### config.mk
export PLATFORM = sky130hd
export DESIGN_NAME = lvl_irq_combiner
export DESIGN_NICKNAME = d
export VERILOG_FILES = /design/src/rtl/lic_pkg.sv /design/src/rtl/lic_status_pack.sv /design/src/rtl/lic_enable_bank.sv /design/src/rtl/lic_scanner.sv /design/src/rtl/lvl_irq_combiner.sv
export SDC_FILE = /design/constraint.sdc
export NUM_CORES = 1
export LEC_CHECK = 0
export CORE_AREA = 2 2 173 175
export CTS_BUF_LIST = sky130_fd_sc_hd__clkbuf_8 sky130_fd_sc_hd__clkbuf_16
export DETAILED_ROUTE_END_ITERATION = 8
export DIE_AREA = 0 0 175 177
export DONT_BUFFER_PORTS = 1
export SLEW_MARGIN = 20
export SYNTH_ARGS = -nofsm -noshare
export SYNTH_HDL_FRONTEND = slang
export SYNTH_SLANG_ARGS = --single-unit
### constraint.sdc
create_clock -name clk -period 8.9 [get_ports clk]
set_input_delay 0 -clock clk [delete_from_list [all_inputs] [get_ports clk]]
set_output_delay 0 -clock clk [all_outputs]
set_load 0.005 [all_outputs]
### src/rtl/lic_pkg.sv
package lic_pkg;
  localparam int WORD_BITS = 32;
  localparam int BIT_W     = 5;

  typedef enum logic [1:0] {
    SC_IDLE,
    SC_LOAD,
    SC_SERVE,
    SC_DONE
  } scan_state_t;

  function automatic logic [BIT_W-1:0] lowest_set(input logic [WORD_BITS-1:0] v);
    logic [BIT_W-1:0] r;
    r = '0;
    for (int i = WORD_BITS - 1; i >= 0; i--) begin
      if (v[i]) r = BIT_W'(i);
    end
    return r;
  endfunction
endpackage

### src/rtl/lic_status_pack.sv
module lic_status_pack
  import lic_pkg::*;
#(
  parameter int NUM_LINES = 100,
  parameter int NUM_WORDS = (NUM_LINES + WORD_BITS - 1) / WORD_BITS
) (
  input  logic [NUM_LINES-1:0]                 irq_in,
  output logic [NUM_WORDS-1:0][WORD_BITS-1:0]  status_words,
  output logic                                 summary
);
  for (genvar w = 0; w < NUM_WORDS; w++) begin : g_word
    for (genvar b = 0; b < WORD_BITS; b++) begin : g_bit
      if (w * WORD_BITS + b < NUM_LINES) begin : g_live
        assign status_words[w][b] = irq_in[w*WORD_BITS+b];
      end else begin : g_pad
        assign status_words[w][b] = 1'b0;
      end
    end
  end

  assign summary = |irq_in;
endmodule

### src/rtl/lic_enable_bank.sv
module lic_enable_bank
  import lic_pkg::*;
#(
  parameter int NUM_LINES = 100,
  parameter int NUM_WORDS = (NUM_LINES + WORD_BITS - 1) / WORD_BITS,
  parameter int WIDX_W    = (NUM_WORDS > 1) ? $clog2(NUM_WORDS) : 1,
  parameter int NUM_W     = WIDX_W + BIT_W
) (
  input  logic                                 clk,
  input  logic                                 rst_n,
  input  logic                                 cfg_valid,
  input  logic                                 cfg_unmask,
  input  logic                                 cfg_edge,
  input  logic [NUM_W-1:0]                     cfg_num,
  output logic [NUM_WORDS-1:0][WORD_BITS-1:0]  en_words,
  output logic                                 cfg_ack,
  output logic                                 cfg_err
);
  logic              num_ok;
  logic              req_ok;
  logic [WIDX_W-1:0] sel_word;
  logic [BIT_W-1:0]  sel_bit;

  assign num_ok   = ({1'b0, cfg_num} < (NUM_W+1)'(NUM_LINES));
  assign req_ok   = cfg_valid && num_ok && !cfg_edge;
  assign sel_word = cfg_num[NUM_W-1:BIT_W];
  assign sel_bit  = cfg_num[BIT_W-1:0];

  always_ff @(posedge clk) begin
    if (!rst_n) begin
      en_words <= '0;
      cfg_ack  <= 1'b0;
      cfg_err  <= 1'b0;
    end else begin
      cfg_ack <= req_ok;
      cfg_err <= cfg_valid && !req_ok;
      if (req_ok) en_words[sel_word][sel_bit] <= cfg_unmask;
    end
  end

  AST_REJECT_KEEPS_MASK: assert property (@(posedge clk) disable iff (!rst_n)
    cfg_err |-> $stable(en_words));
  AST_ACK_XOR_ERR: assert property (@(posedge clk) disable iff (!rst_n)
    $past(cfg_valid) |-> (cfg_ack != cfg_err));
endmodule

### src/rtl/lic_scanner.sv
module lic_scanner
  import lic_pkg::*;
#(
  parameter int NUM_LINES = 100,
  parameter int NUM_WORDS = (NUM_LINES + WORD_BITS - 1) / WORD_BITS,
  parameter int WIDX_W    = (NUM_WORDS > 1) ? $clog2(NUM_WORDS) : 1,
  parameter int NUM_W     = WIDX_W + BIT_W
) (
  input  logic                                 clk,
  input  logic                                 rst_n,
  input  logic [NUM_WORDS-1:0][WORD_BITS-1:0]  status_words,
  input  logic [NUM_WORDS-1:0][WORD_BITS-1:0]  en_words,
  input  logic                                 summary,
  input  logic                                 scan_start,
  input  logic                                 disp_ready,
  output logic                                 disp_valid,
  output logic [NUM_W-1:0]                     disp_num,
  output logic                                 spur_valid,
  output logic [WIDX_W-1:0]                    spur_word,
  output logic                                 scan_done
);
  scan_state_t          state_q;
  logic [WIDX_W-1:0]    word_q;
  logic [WORD_BITS-1:0] work_q;
  logic                 sum_q;

  logic [WORD_BITS-1:0] pend_cur;
  logic [WORD_BITS-1:0] work_clr;
  logic [BIT_W-1:0]     pick;
  logic                 last_word;
  logic                 trigger;

  assign pend_cur  = status_words[word_q] & en_words[word_q];
  assign pick      = lowest_set(work_q);
  assign work_clr  = work_q & ~(WORD_BITS'(1) << pick);
  assign last_word = (word_q == WIDX_W'(NUM_WORDS - 1));
  assign trigger   = scan_start || (summary && !sum_q);

  always_ff @(posedge clk) begin
    if (!rst_n) begin
      state_q <= SC_IDLE;
      word_q  <= '0;
      work_q  <= '0;
      sum_q   <= 1'b0;
    end else begin
      sum_q <= summary;
      unique case (state_q)
        SC_IDLE: begin
          if (trigger) begin
            word_q  <= '0;
            state_q <= SC_LOAD;
          end
        end
        SC_LOAD: begin
          work_q <= pend_cur;
          if (pend_cur != '0) begin
            state_q <= SC_SERVE;
          end else if (last_word) begin
            state_q <= SC_DONE;
          end else begin
            word_q <= word_q + 1'b1;
          end
        end
        SC_SERVE: begin
          if (disp_ready) begin
            work_q <= work_clr;
            if (work_clr == '0) begin
              if (last_word) begin
                state_q <= SC_DONE;
              end else begin
                word_q  <= word_q + 1'b1;
                state_q <= SC_LOAD;
              end
            end
          end
        end
        SC_DONE: state_q <= SC_IDLE;
        default: state_q <= SC_IDLE;
      endcase
    end
  end

  assign disp_valid = (state_q == SC_SERVE);
  assign disp_num   = {word_q, pick};
  assign spur_valid = (state_q == SC_LOAD) && (pend_cur == '0);
  assign spur_word  = word_q;
  assign scan_done  = (state_q == SC_DONE);

  AST_DISP_HOLD: assert property (@(posedge clk) disable iff (!rst_n)
    (disp_valid && !disp_ready) |=> (disp_valid && $stable(disp_num)));
  AST_DISP_ASCENDING: assert property (@(posedge clk) disable iff (!rst_n)
    (disp_valid && disp_ready) |=> (!disp_valid || (disp_num > $past(disp_num))));
  AST_DISP_IN_RANGE: assert property (@(posedge clk) disable iff (!rst_n)
    disp_valid |-> ({1'b0, disp_num} < (NUM_W+1)'(NUM_LINES)));
  AST_DONE_SINGLE: assert property (@(posedge clk) disable iff (!rst_n)
    scan_done |=> (!scan_done && !disp_valid && !spur_valid));
endmodule

### src/rtl/lvl_irq_combiner.sv
module lvl_irq_combiner
  import lic_pkg::*;
#(
  parameter int NUM_LINES = 100,
  localparam int NUM_WORDS = (NUM_LINES + WORD_BITS - 1) / WORD_BITS,
  localparam int WIDX_W    = (NUM_WORDS > 1) ? $clog2(NUM_WORDS) : 1,
  localparam int NUM_W     = WIDX_W + BIT_W
) (
  input  logic                  clk,
  input  logic                  rst_n,
  input  logic [NUM_LINES-1:0]  irq_in,
  output logic                  irq_summary,
  input  logic [WIDX_W-1:0]     rd_addr,
  output logic [WORD_BITS-1:0]  rd_data,
  input  logic                  cfg_valid,
  input  logic                  cfg_unmask,
  input  logic                  cfg_edge,
  input  logic [NUM_W-1:0]      cfg_num,
  output logic                  cfg_ack,
  output logic                  cfg_err,
  input  logic                  scan_start,
  output logic                  scan_done,
  output logic                  disp_valid,
  input  logic                  disp_ready,
  output logic [NUM_W-1:0]      disp_num,
  output logic                  spur_valid,
  output logic [WIDX_W-1:0]     spur_word
);
  logic [NUM_WORDS-1:0][WORD_BITS-1:0] status_words;
  logic [NUM_WORDS-1:0][WORD_BITS-1:0] en_words;

  lic_status_pack #(.NUM_LINES(NUM_LINES), .NUM_WORDS(NUM_WORDS)) u_pack (
    .irq_in       (irq_in),
    .status_words (status_words),
    .summary      (irq_summary)
  );

  lic_enable_bank #(
    .NUM_LINES(NUM_LINES), .NUM_WORDS(NUM_WORDS), .WIDX_W(WIDX_W), .NUM_W(NUM_W)
  ) u_enable (
    .clk        (clk),
    .rst_n      (rst_n),
    .cfg_valid  (cfg_valid),
    .cfg_unmask (cfg_unmask),
    .cfg_edge   (cfg_edge),
    .cfg_num    (cfg_num),
    .en_words   (en_words),
    .cfg_ack    (cfg_ack),
    .cfg_err    (cfg_err)
  );

  lic_scanner #(
    .NUM_LINES(NUM_LINES), .NUM_WORDS(NUM_WORDS), .WIDX_W(WIDX_W), .NUM_W(NUM_W)
  ) u_scan (
    .clk          (clk),
    .rst_n        (rst_n),
    .status_words (status_words),
    .en_words     (en_words),
    .summary      (irq_summary),
    .scan_start   (scan_start),
    .disp_ready   (disp_ready),
    .disp_valid   (disp_valid),
    .disp_num     (disp_num),
    .spur_valid   (spur_valid),
    .spur_word    (spur_word),
    .scan_done    (scan_done)
  );

  always_comb begin
    rd_data = '0;
    if ({1'b0, rd_addr} < (WIDX_W+1)'(NUM_WORDS)) rd_data = status_words[rd_addr];
  end

  AST_SUMMARY_IDLE_QUIET: assert property (@(posedge clk) disable iff (!rst_n)
    (!irq_summary && !$past(irq_summary) && !$past(disp_valid) && !$past(scan_start)
      && !$past(spur_valid)) |-> !disp_valid);
endmodule

# Yosys cells after proc, flatten, opt, wreduce, memory -nomap -nowiden

Cells that the tools add are included.

Bits in registers: 167
Output and inout bits: 47
Logic and storage cells: 110

Add/subtract/negate cells: 1
Magnitude comparators: 7
Equal/unequal tests: 9
Shift-type cells: 1
Mux-type cells: 58
Bitwise logic cells: 3
Reductions and logical operators: 21

Operators with widths:

| kind                 | number |
|---|---|
| $bmux 32 s2          | 3 |
| $mux 32              | 5 |
| $mux 5               | 32 |
| $bwmux 128           | 1 |
| $reduce_or 100->1    | 1 |
| $and 32x32->32       | 2 |
| $demux 32 s2         | 1 |
| $logic_not 32->1     | 2 |
| $pmux 32 s2          | 1 |
| $not 32->32          | 1 |
| $reduce_bool 32->1   | 1 |
| $shl 1x5->32 const A | 1 |
| $mux 2               | 11 |
| $lt 2x3->1 const B   | 3 |
| $pmux 2 s4           | 1 |
| $logic_and 1x1->1    | 7 |
| $lt 7x7->1 const B   | 1 |
| $eq 2x2->1 const B   | 3 |
| $lt 5x6->1 const B   | 1 |
| $ne 2x1->1 const B   | 3 |
| $pmux 2 s3           | 1 |
| $demux 1 s5          | 1 |
| $ge 5x1->1 const B   | 1 |
| $reduce_and 5->1     | 1 |
| other kinds (13)     | 15 |

# Logic depth before layout (Yosys ltp)

Gate-level depths: netlist of the first run.

Depth in word-level cells: 39
Mapped depth: 13
Gate-level depth less buffers: 12

# Hierarchy

Synthesis of the first run repeated with hierarchy kept, for this count alone.

Cell total of the unflattened synthesis: 1,401
Area total of the unflattened synthesis: 11,603.6 sq um

By module, submodules not included:

| module           | times used | cells an instance | area an instance (sq um) |
|---|---|---|---|
| lic_enable_bank  | 1          | 505               | 5,175.0 |
| lic_scanner      | 1          | 693               | 4,431.8 |
| lic_status_pack  | 1          | 164               | 1,182.4 |
| lvl_irq_combiner | 1          | 39                | 814.5 |

# Worst setup path before layout of the first run

Ideal clock, no wire load.

Path type: reg-to-reg
Start point: reg u_scan.work_q[2]
End point: reg u_scan.state_q[1]
Arrival time: 2.845 ns
Data required time: 8.809 ns
Path slack: 5.965 ns
Cell stages (with the launch flop): 12
Path buffers: 1
Cells stage by stage: dfxtp_1 buf_4 or4_4 or2_4 nor2_2 nand3_2 or3_1 a22o_1 nor4_2 a31o_2 a31oi_1 a311oi_1

Word-level cells in the longest chain between the ends: 9

Ends and longest elaborated chain:

| what                                | RTL line          | source |
|---|---|---|
| start, declared                     | lic_scanner.sv:24 | `logic [WORD_BITS-1:0] work_q;` |
| start signal, assigned              | lic_scanner.sv:55 | `work_q <= pend_cur;` |
| start signal, assigned              | lic_scanner.sv:66 | `work_q <= work_clr;` |
| $mux 5 (3 in a row)                 | lic_pkg.sv:16     | `if (v[i]) r = BIT_W'(i);` |
| $shl 1x5->32                        | lic_scanner.sv:35 | `assign work_clr = work_q & ~(WORD_BITS'(1) << pick);` |
| $not 32->32                         | lic_scanner.sv:35 |  |
| $and 32x32->32 *                    | lic_scanner.sv:35 |  |
| $logic_not 32->1 *                  | lic_scanner.sv:67 | `if (work_clr == '0) begin` |
| $ne 2x1->1 (no source line) *       | -                 |  |
| $reduce_and 4->1 (no source line) * | -                 |  |
| end signal, assigned                | lic_scanner.sv:41 | `state_q <= SC_IDLE;` |
| end signal, assigned                | lic_scanner.sv:69 | `state_q <= SC_DONE;` |
| end signal, assigned                | lic_scanner.sv:72 | `state_q <= SC_LOAD;` |
| end, declared                       | lic_scanner.sv:22 | `scan_state_t state_q;` |

Every way passes the cells marked *; elsewhere a longest branch is shown, timed or not.
A chain may end at the register's enable or synchronous reset.

# Worst setup path after layout of the first run

Start point: reg u_scan.word_q[0], in the netlist u_scan.spur_word[0]
End point: reg u_scan.state_q[0]

Word-level cells in the longest chain between the ends: 6
Elaborated cells on any way between the ends: 11

Ends and longest elaborated chain:

| what                                                            | RTL line          | source |
|---|---|---|
| start, declared                                                 | lic_scanner.sv:23 | `logic [WIDX_W-1:0] word_q;` |
| start signal, assigned                                          | lic_scanner.sv:61 | `word_q <= word_q + 1'b1;` |
| start signal, assigned                                          | lic_scanner.sv:71 | `word_q <= word_q + 1'b1;` |
| $bmux 32 s2                                                     | lic_scanner.sv:33 | `assign pend_cur = status_words[word_q] & en_words[word_q];` |
| $mux 32 (implied by the code)                                   | lic_scanner.sv:33 |  |
| $and 32x32->32                                                  | lic_scanner.sv:33 |  |
| $reduce_bool 32->1                                              | lic_scanner.sv:56 | `if (pend_cur != '0) begin` |
| $ne 3x1->1 (no source line) or $mux 2 (tied branches)           | -                 |  |
| $reduce_and 4->1 (no source line) or $pmux 2 s4 (tied branches) | -                 |  |
| end signal, assigned                                            | lic_scanner.sv:41 |  |
| end signal, assigned                                            | lic_scanner.sv:57 | `state_q <= SC_SERVE;` |
| end signal, assigned                                            | lic_scanner.sv:59 | `state_q <= SC_DONE;` |

Several ways; a longest one is shown, not always the timed one. The select of a mux whose other input is x is not followed.

==> results of run 1 <==
-- repair_timing --
item	CTS	global route
hold endpoints to repair	109	0
setup buffers	0	0
hold buffers	26	0
-- layout by cell type, fill, tap and decap left out, types with 25 or more instances in the layout --
cell type      synthesis  routed
nand3_1              100     100
a21oi_1              139     138
nand2_1              258     258
o21ai_0              160     160
nor2_1                80      80
dfxtp_1              139     137
dlygate4sd3_1          0      25
nand4_1               50      50
nand3b_1              27      27
mux2i_1               33      33
nor4_1                37      37
-- cells by family (layout without fill, tap and decap cells) --
family | count (synthesis) | after routing | share of synthesized area, %
adder cells (fa/ha/maj) | 5 | 5 | 0.700
AND/OR/NAND/NOR | 653 | 653 | 35.5
AO/OA/AOI/OAI | 367 | 367 | 23.0
multiplexers | 37 | 37 | 4.71
flip-flops | 139 | 139 | 31.2
buffers and inverters | 114 | 86 | 4.97
-- flip-flops by register name (all words and copies together), names as in the netlist --
name               cells
u_scan.state_q         2
u_enable.cfg_err       1
u_enable.cfg_ack       1
u_enable.en_words    100
u_scan.spur_word       2
u_scan.sum_q           1
u_scan.work_q         32
-- per-stage QoR --
| step | utilization (%) | cell area [sq um] | total power [uW] |
|---|---|---|---|
| 5_1_grt | 34.3 | 10000 | 2220 |
| 3_5_place_dp | 31.3 | 9160 | 1380 |
| 6_report | 34.3 | 10000 | 2120 |
| 3_3_place_gp | 31.3 | 9160 | 1390 |
| 2_1_floorplan | - | 8930 | 1190 |
| 4_1_cts | 34.3 | 10000 | 2110 |
-- where the power goes --
group	leakage [uW]	total [uW]	switching [uW]	internal, uW
Sequential	0.00112	662	24.8	637
Clock	0.000300	723	287	436
Combinational	0.00162	733	500	233
-- worst max-delay path by stage --
stage                     slack, ns                 from  cells after the start                end
after floorplan                5.96     u_scan.work_q[2]                     11  u_scan.state_q[1]
after global placement         5.18  u_scan.spur_word[0]                     10  u_scan.state_q[0]
after detailed placement       5.12  u_scan.spur_word[0]                     10  u_scan.state_q[0]
after CTS                      5.12  u_scan.spur_word[0]                     10  u_scan.state_q[0]
after global routing           4.71  u_scan.spur_word[0]                     10  u_scan.state_q[0]
final                          5.14  u_scan.spur_word[0]                     10  u_scan.state_q[0]
-- worst max-delay path, stage by stage, from the launching register on --
cell and delay, ns:
dfxtp_4 0.41, buf_4 0.69, o21ai_0 0.19, o21ai_0 0.26
nand2_1 0.12, or3b_2 0.48, nor4_1 0.53, nand3_1 0.17
or2_2 0.32, and2_1 0.16, a311oi_1 0.24
-- metal layers --
layer	share of wire, %	track usage [%]
met3	9.0	5.54
met4	2.7	7.60
met5	0	0
met1	43	29.9
met2	46	36.5
-- area by class of cell --
class	instances	area [sq um]
clock buffers	17	425
clock inverters	15	160
fillers	3115	19200
inverters	15	62.6
multi-input cells	1062	5720
flip-flops and latches	139	2790
well taps	390	488
repair buffers	39	379
==> results.json, run 1 <==
{
  "port_buffers": 0,
  "diodes": 0,
  "synth.most_common_cell": "nand2_1",
  "core-area_sq_um": 29200,
  "synth_seq_area_share_pct": 31.2,
  "cp-start-kind": "register",
  "firstDrtPassIters": 5,
  "drt_iter0_markers": 983,
  "synthesis.nets": 1436,
  "worstRegToRegCells": 10,
  "h-tree-depth": 4,
  "fin_cells": 1677,
  "num_io_pins": 163,
  "fin_crit_sh_pct": 42.2,
  "fin_crit_ns": 3.76,
  "worstPathArrival_ns": 4.11,
  "worstHoldStart": "cfg_num[1]",
  "hold_viol": 0,
  "hpwlAfterDp_um": 25600,
  "ys.flop_type": "dfxtp_1",
  "grt_usage_pct": 22.7,
  "ir_drop_v": 0.000144,
  "worstReg2RegEnd": "u_scan.state_q[0]",
  "fmax_mhz": 266,
  "cts.clk_slew.worst_paths_ns": 0.07,
  "min_path_cells": 4,
  "avgSynthCellArea_sq_um": 6.79,
  "area_delta_synth_final_pct": 12.2,
  "vias_per_cell": 5.88,
  "synthCells": 1315,
  "cap_viol_max_count": 0,
  "clock_sinks": 139,
  "place_ws_ns": 5.12,
  "placedCellCount": 1619,
  "grt_pass1_wl_um": 54700,
  "clockBufferDepth": 2,
  "rsz0062_at_grt": "no",
  "drc": 0,
  "start_util_pct": 30.5,
  "timing.rr.start": "u_scan.spur_word[0]",
  "drt-wirelength-per-cell_um": 21.3,
  "synth.largest_area_cell": "dfxtp_1",
  "grt-ovfl-total": 0,
  "ant_nets": 0,
  "final_layout_size_suffix_gt1_share_pct": 5.91,
  "num_vias": 9859,
  "clock_skew_ns": 0.0168,
  "syn_area_sq_um": 8930,
  "synthTopCellsByArea": "dfxtp_1 31%, nand2_1 11%, o21ai_0 9.0%",
  "critPathCaptureType": "register",
  "setup_viol": 0,
  "synth_cell_types": 64,
  "yosys-top-cells-count": "258 x nand2_1, 160 x o21ai_0, 139 x a21oi_1, 139 x dfxtp_1, 100 x nand3_1",
  "fp.dieW_um": 175,
  "synth_top_area_share_pct": 31.2,
  "setup_tns_ns": 0,
  "worst_slack_ns": 5.14,
  "drv_slew": 0,
  "tightest_slew_ns": 0.992,
  "p_leak_uw": 0.00305,
  "cts_tree": "done",
  "run_status": "finished, final reports clean",
  "grt_pass1_vias": 9156,
  "worstHoldEndpoint": "u_enable.en_words[39]",
  "path_max_fanout": 95,
  "critPathRequiredTime_ns": 9.25,
  "ys_ff_latch": 139,
  "num_rows": 63,
  "place_congestion": 0.905,
  "dieArea_sq_um": 31000,
  "numCtsBuffers": 17,
  "die_h_um": 177,
  "r2r_setup_slack_ns": 5.14,
  "synth_edf_count": 0,
  "final_nets": 1395,
  "hp-class": "primary input to register",
  "p_per_area_nw_per_um2": 211,
  "antenna_found_initial": 0,
  "maxSlewHeadroom_pct": 33.9,
  "hold_slack_ns": 0.00889,
  "cts_resized": 0,
  "synth_async_sr_flop_share_pct": 0,
  "grt_max_degree": 105,
  "crit_type": "register to register",
  "yosys_warnings": 0,
  "cts_root_buf": "clkbuf_16",
  "drt_wl_total_um": 35800,
  "insertion_delay_ns": 0.44
}
Power figures use the tool's default switching activity.
==> inputs of run 2 (changes only) <==
==> constraint.sdc (replaced) <==
create_clock -name clk -period 3.1 [get_ports clk]
set_input_delay 0 -clock clk [delete_from_list [all_inputs] [get_ports clk]]
set_output_delay 0 -clock clk [all_outputs]
set_load 0.005 [all_outputs]
==> run 2 against run 1 <==
The flow now finishes with violations (setup timing). Largest power group unchanged. First-iteration DRC count up 0.31%. Global-route usage grew 1.8 points. Clock-buffer cell count grew 2. Combinational power rose to 4.6 times the previous value. Final cell count rose by 9.4%. Maximum frequency rose by 15%. Die area unchanged. Power grew to 3.4 times the previous value. Cell area up 15%. Non-clock buffer count is 157 higher.
==> results.json, run 2 (same netlist as run 1, synthesis figures left out) <==
{
  "grt_max_degree": 101,
  "p_sw_share_pct": 37.8,
  "crit_buf_inv": 3,
  "grt_pass1_vias": 9736,
  "final_layout_size_suffix_gt1_share_pct": 17.4,
  "violations": "setup timing",
  "cts_root_buf": "clkbuf_16",
  "dieArea_sq_um": 31000,
  "tightest_slew_ns": 1.01,
  "combinationalPowerShare_pct": 45.8,
  "clockBufferDepth": 2,
  "grt-ovfl-total": 0,
  "regMostFlops": "u_enable.en_words",
  "clock_skew_ns": 0.0116,
  "p_switching_uw": 2760,
  "grt_pass1_wl_um": 58100,
  "largest_register_ffs": 100,
  "drt_wl_total_um": 39000,
  "busiest_layer": "met2",
  "numCtsBuffers": 17,
  "cap_viol_max_count": 0,
  "worstHoldStart": "irq_in[78]",
  "hold_viol": 0,
  "ant_nets": 0,
  "antenna_found_initial": 0,
  "grt_usage_pct": 24.5,
  "vias_per_cell": 5.68,
  "die_h_um": 177,
  "timing.rr.start": "u_scan.work_q[26]",
  "critPathMaxStageDelay_ns": 0.52,
  "critPathRequiredTime_ns": 3.44,
  "setup_viol": 4,
  "mostFrequentLayoutCells": "258 x nand2_1, 154 x o21ai_0, 154 x buf_4, 139 x a21oi_1, 134 x dfxtp_1",
  "insertion_delay_ns": 0.43,
  "worstPathArrival_ns": 3.61,
  "drv_slew": 0,
  "firstDrtPassIters": 7,
  "path_cells": "or4_4, o211ai_1, a31oi_2, or2_4, buf_6, clkinv_8, buf_8, nand2_8, or3_4, a22o_1, nor4_2, a31o_2, a31oi_1, a311oi_1",
  "worst-path-stages": 14,
  "diodes": 0,
  "crit_type": "register to register",
  "place_congestion": 0.992,
  "start_util_pct": 30.5,
  "hpwlAfterDp_um": 28300,
  "grt_use_met1_pct": 31.3,
  "setup_tns_ns": -0.549,
  "top_regs": "u_enable.en_words (100), u_scan.work_q (32)",
  "drt_iter0_markers": 986,
  "pwr-share-clk_pct": 28.4,
  "grt_use_met3_pct": 5.37,
  "path_max_fanout": 6,
  "cp_top_family": "simple AND/OR/NAND/NOR gates",
  "port_buffers": 0,
  "fin_crit_sh_pct": 106,
  "place_ws_ns": -0.336,
  "internal_power_uw": 4540,
  "rsz0062_at_grt": "yes",
  "drc": 0,
  "crit_path_start": "u_scan.work_q[26]",
  "cp_slowest_cell": "or4_4",
  "fmax_mhz": 306,
  "area_delta_synth_final_pct": 28.8,
  "p_seq_share_pct": 25.8,
  "drt-wirelength-per-cell_um": 21.3,
  "final_common_cell": "nand2_1",
  "p_per_area_nw_per_um2": 634,
  "num_rows": 63,
  "worstRegToRegCells": 14,
  "h-tree-depth": 4,
  "run_status": "finished with violations",
  "fin_util_pct": 39.3,
  "cts.clk_slew.worst_paths_ns": 0.07,
  "cts_tree": "done",
  "worst_slack_ns": -0.171,
  "clock_sinks": 139,
  "fp.dieW_um": 175,
  "num_io_pins": 163,
  "fin_crit_ns": 3.27,
  "maxSlewHeadroom_pct": 32.5,
  "core-area_sq_um": 29200,
  "num_vias": 10400,
  "ir_drop_v": 0.000406,
  "cp-start-kind": "register",
  "critPathCaptureType": "register",
  "met2_usage_pct": 40.1,
  "p_leak_uw": 0.00390,
  "min_path_cells": 5,
  "final_nets": 1552,
  "hp-class": "primary input to register"
}
[run 2: cell count changes in the layout (fill, tap and decap cells not counted), sizes merged]
cell | previous run | this run
dlygate4sd3 | 25 | 34
buf | 14 | 162
clkbuf | 17 | 19
clkinv | 11 | 10
bufinv | 3 | 2
inv | 15 | 14
clkinvlp | 1 | 2
[run 2: through the flow]
step                std cells  cell area (sq um)  total power [uW]  hold WS, ns
CTS                      1832              11400              7170      0.00114
finish                   1834              11500              7300      0.00584
global placement         1760              10200              4890       0.0964
floorplan                1315               8930              3420        0.104
detailed placement       1760              10200              4850       0.0912
global route             1834              11500              7620      0.00798
[run 2: power groups by stage]
stage / sequential (uW) / clock [uW] / combinational, uW
final: 1880 / 2070 / 3340
after global routing: 1890 / 2150 / 3580
after CTS: 1880 / 2090 / 3200
after detailed placement: 1930 / 0 / 2920
after global placement: 1930 / 0 / 2960
after floorplan: 1900 / 0 / 1510
[run 2: worst reg2reg max path, stage by stage, from the launching register on]
cell      delay, ns
dfxtp_2        0.32
or4_4          0.52
o211ai_1       0.21
a31oi_2        0.14
or2_4          0.27
buf_6          0.13
clkinv_8       0.06
buf_8          0.11
nand2_8        0.06
or3_4          0.33
a22o_1         0.24
nor4_2         0.21
a31o_2         0.26
a31oi_1        0.10
a311oi_1       0.24
[run 2: routing by layer]
metal  up-vias  routed length (um)
met1      4885               16300
met4         0                1500
met2       490               17900
met3        82                3280
met5         -                   0
li1       4955                   -
[run 2: repair_timing]
action                                 in CTS  in global routing
setup endpoints to repair                   5                  6
pin swaps                                  14                 14
gates resized for setup                    22                 26
endpoints found under the hold margin     110                  0
hold buffers                               35                  0
gates cloned                                0                  0
buffers inserted                            5                  2
[run 2: worst paths after layout]
| kind | to | slack (ns) |
|---|---|---|
| max | u_scan.state_q[0] | -0.17 |
| min | u_scan.work_q[14] | 0.006 |
| max reg2reg | u_scan.state_q[0] | -0.17 |
| min reg2reg | u_enable.en_words[28] | 0.46 |
[run 2: layout make-up]
cell class | count | area [sq um]
fill | 3055 | 17700
multi-input combinational | 1062 | 5930
sequential | 139 | 2790
timing repair buffer | 196 | 1640
tap | 390 | 488
clock buffer | 19 | 453
clock inverter | 13 | 143
inverter | 15 | 70.1
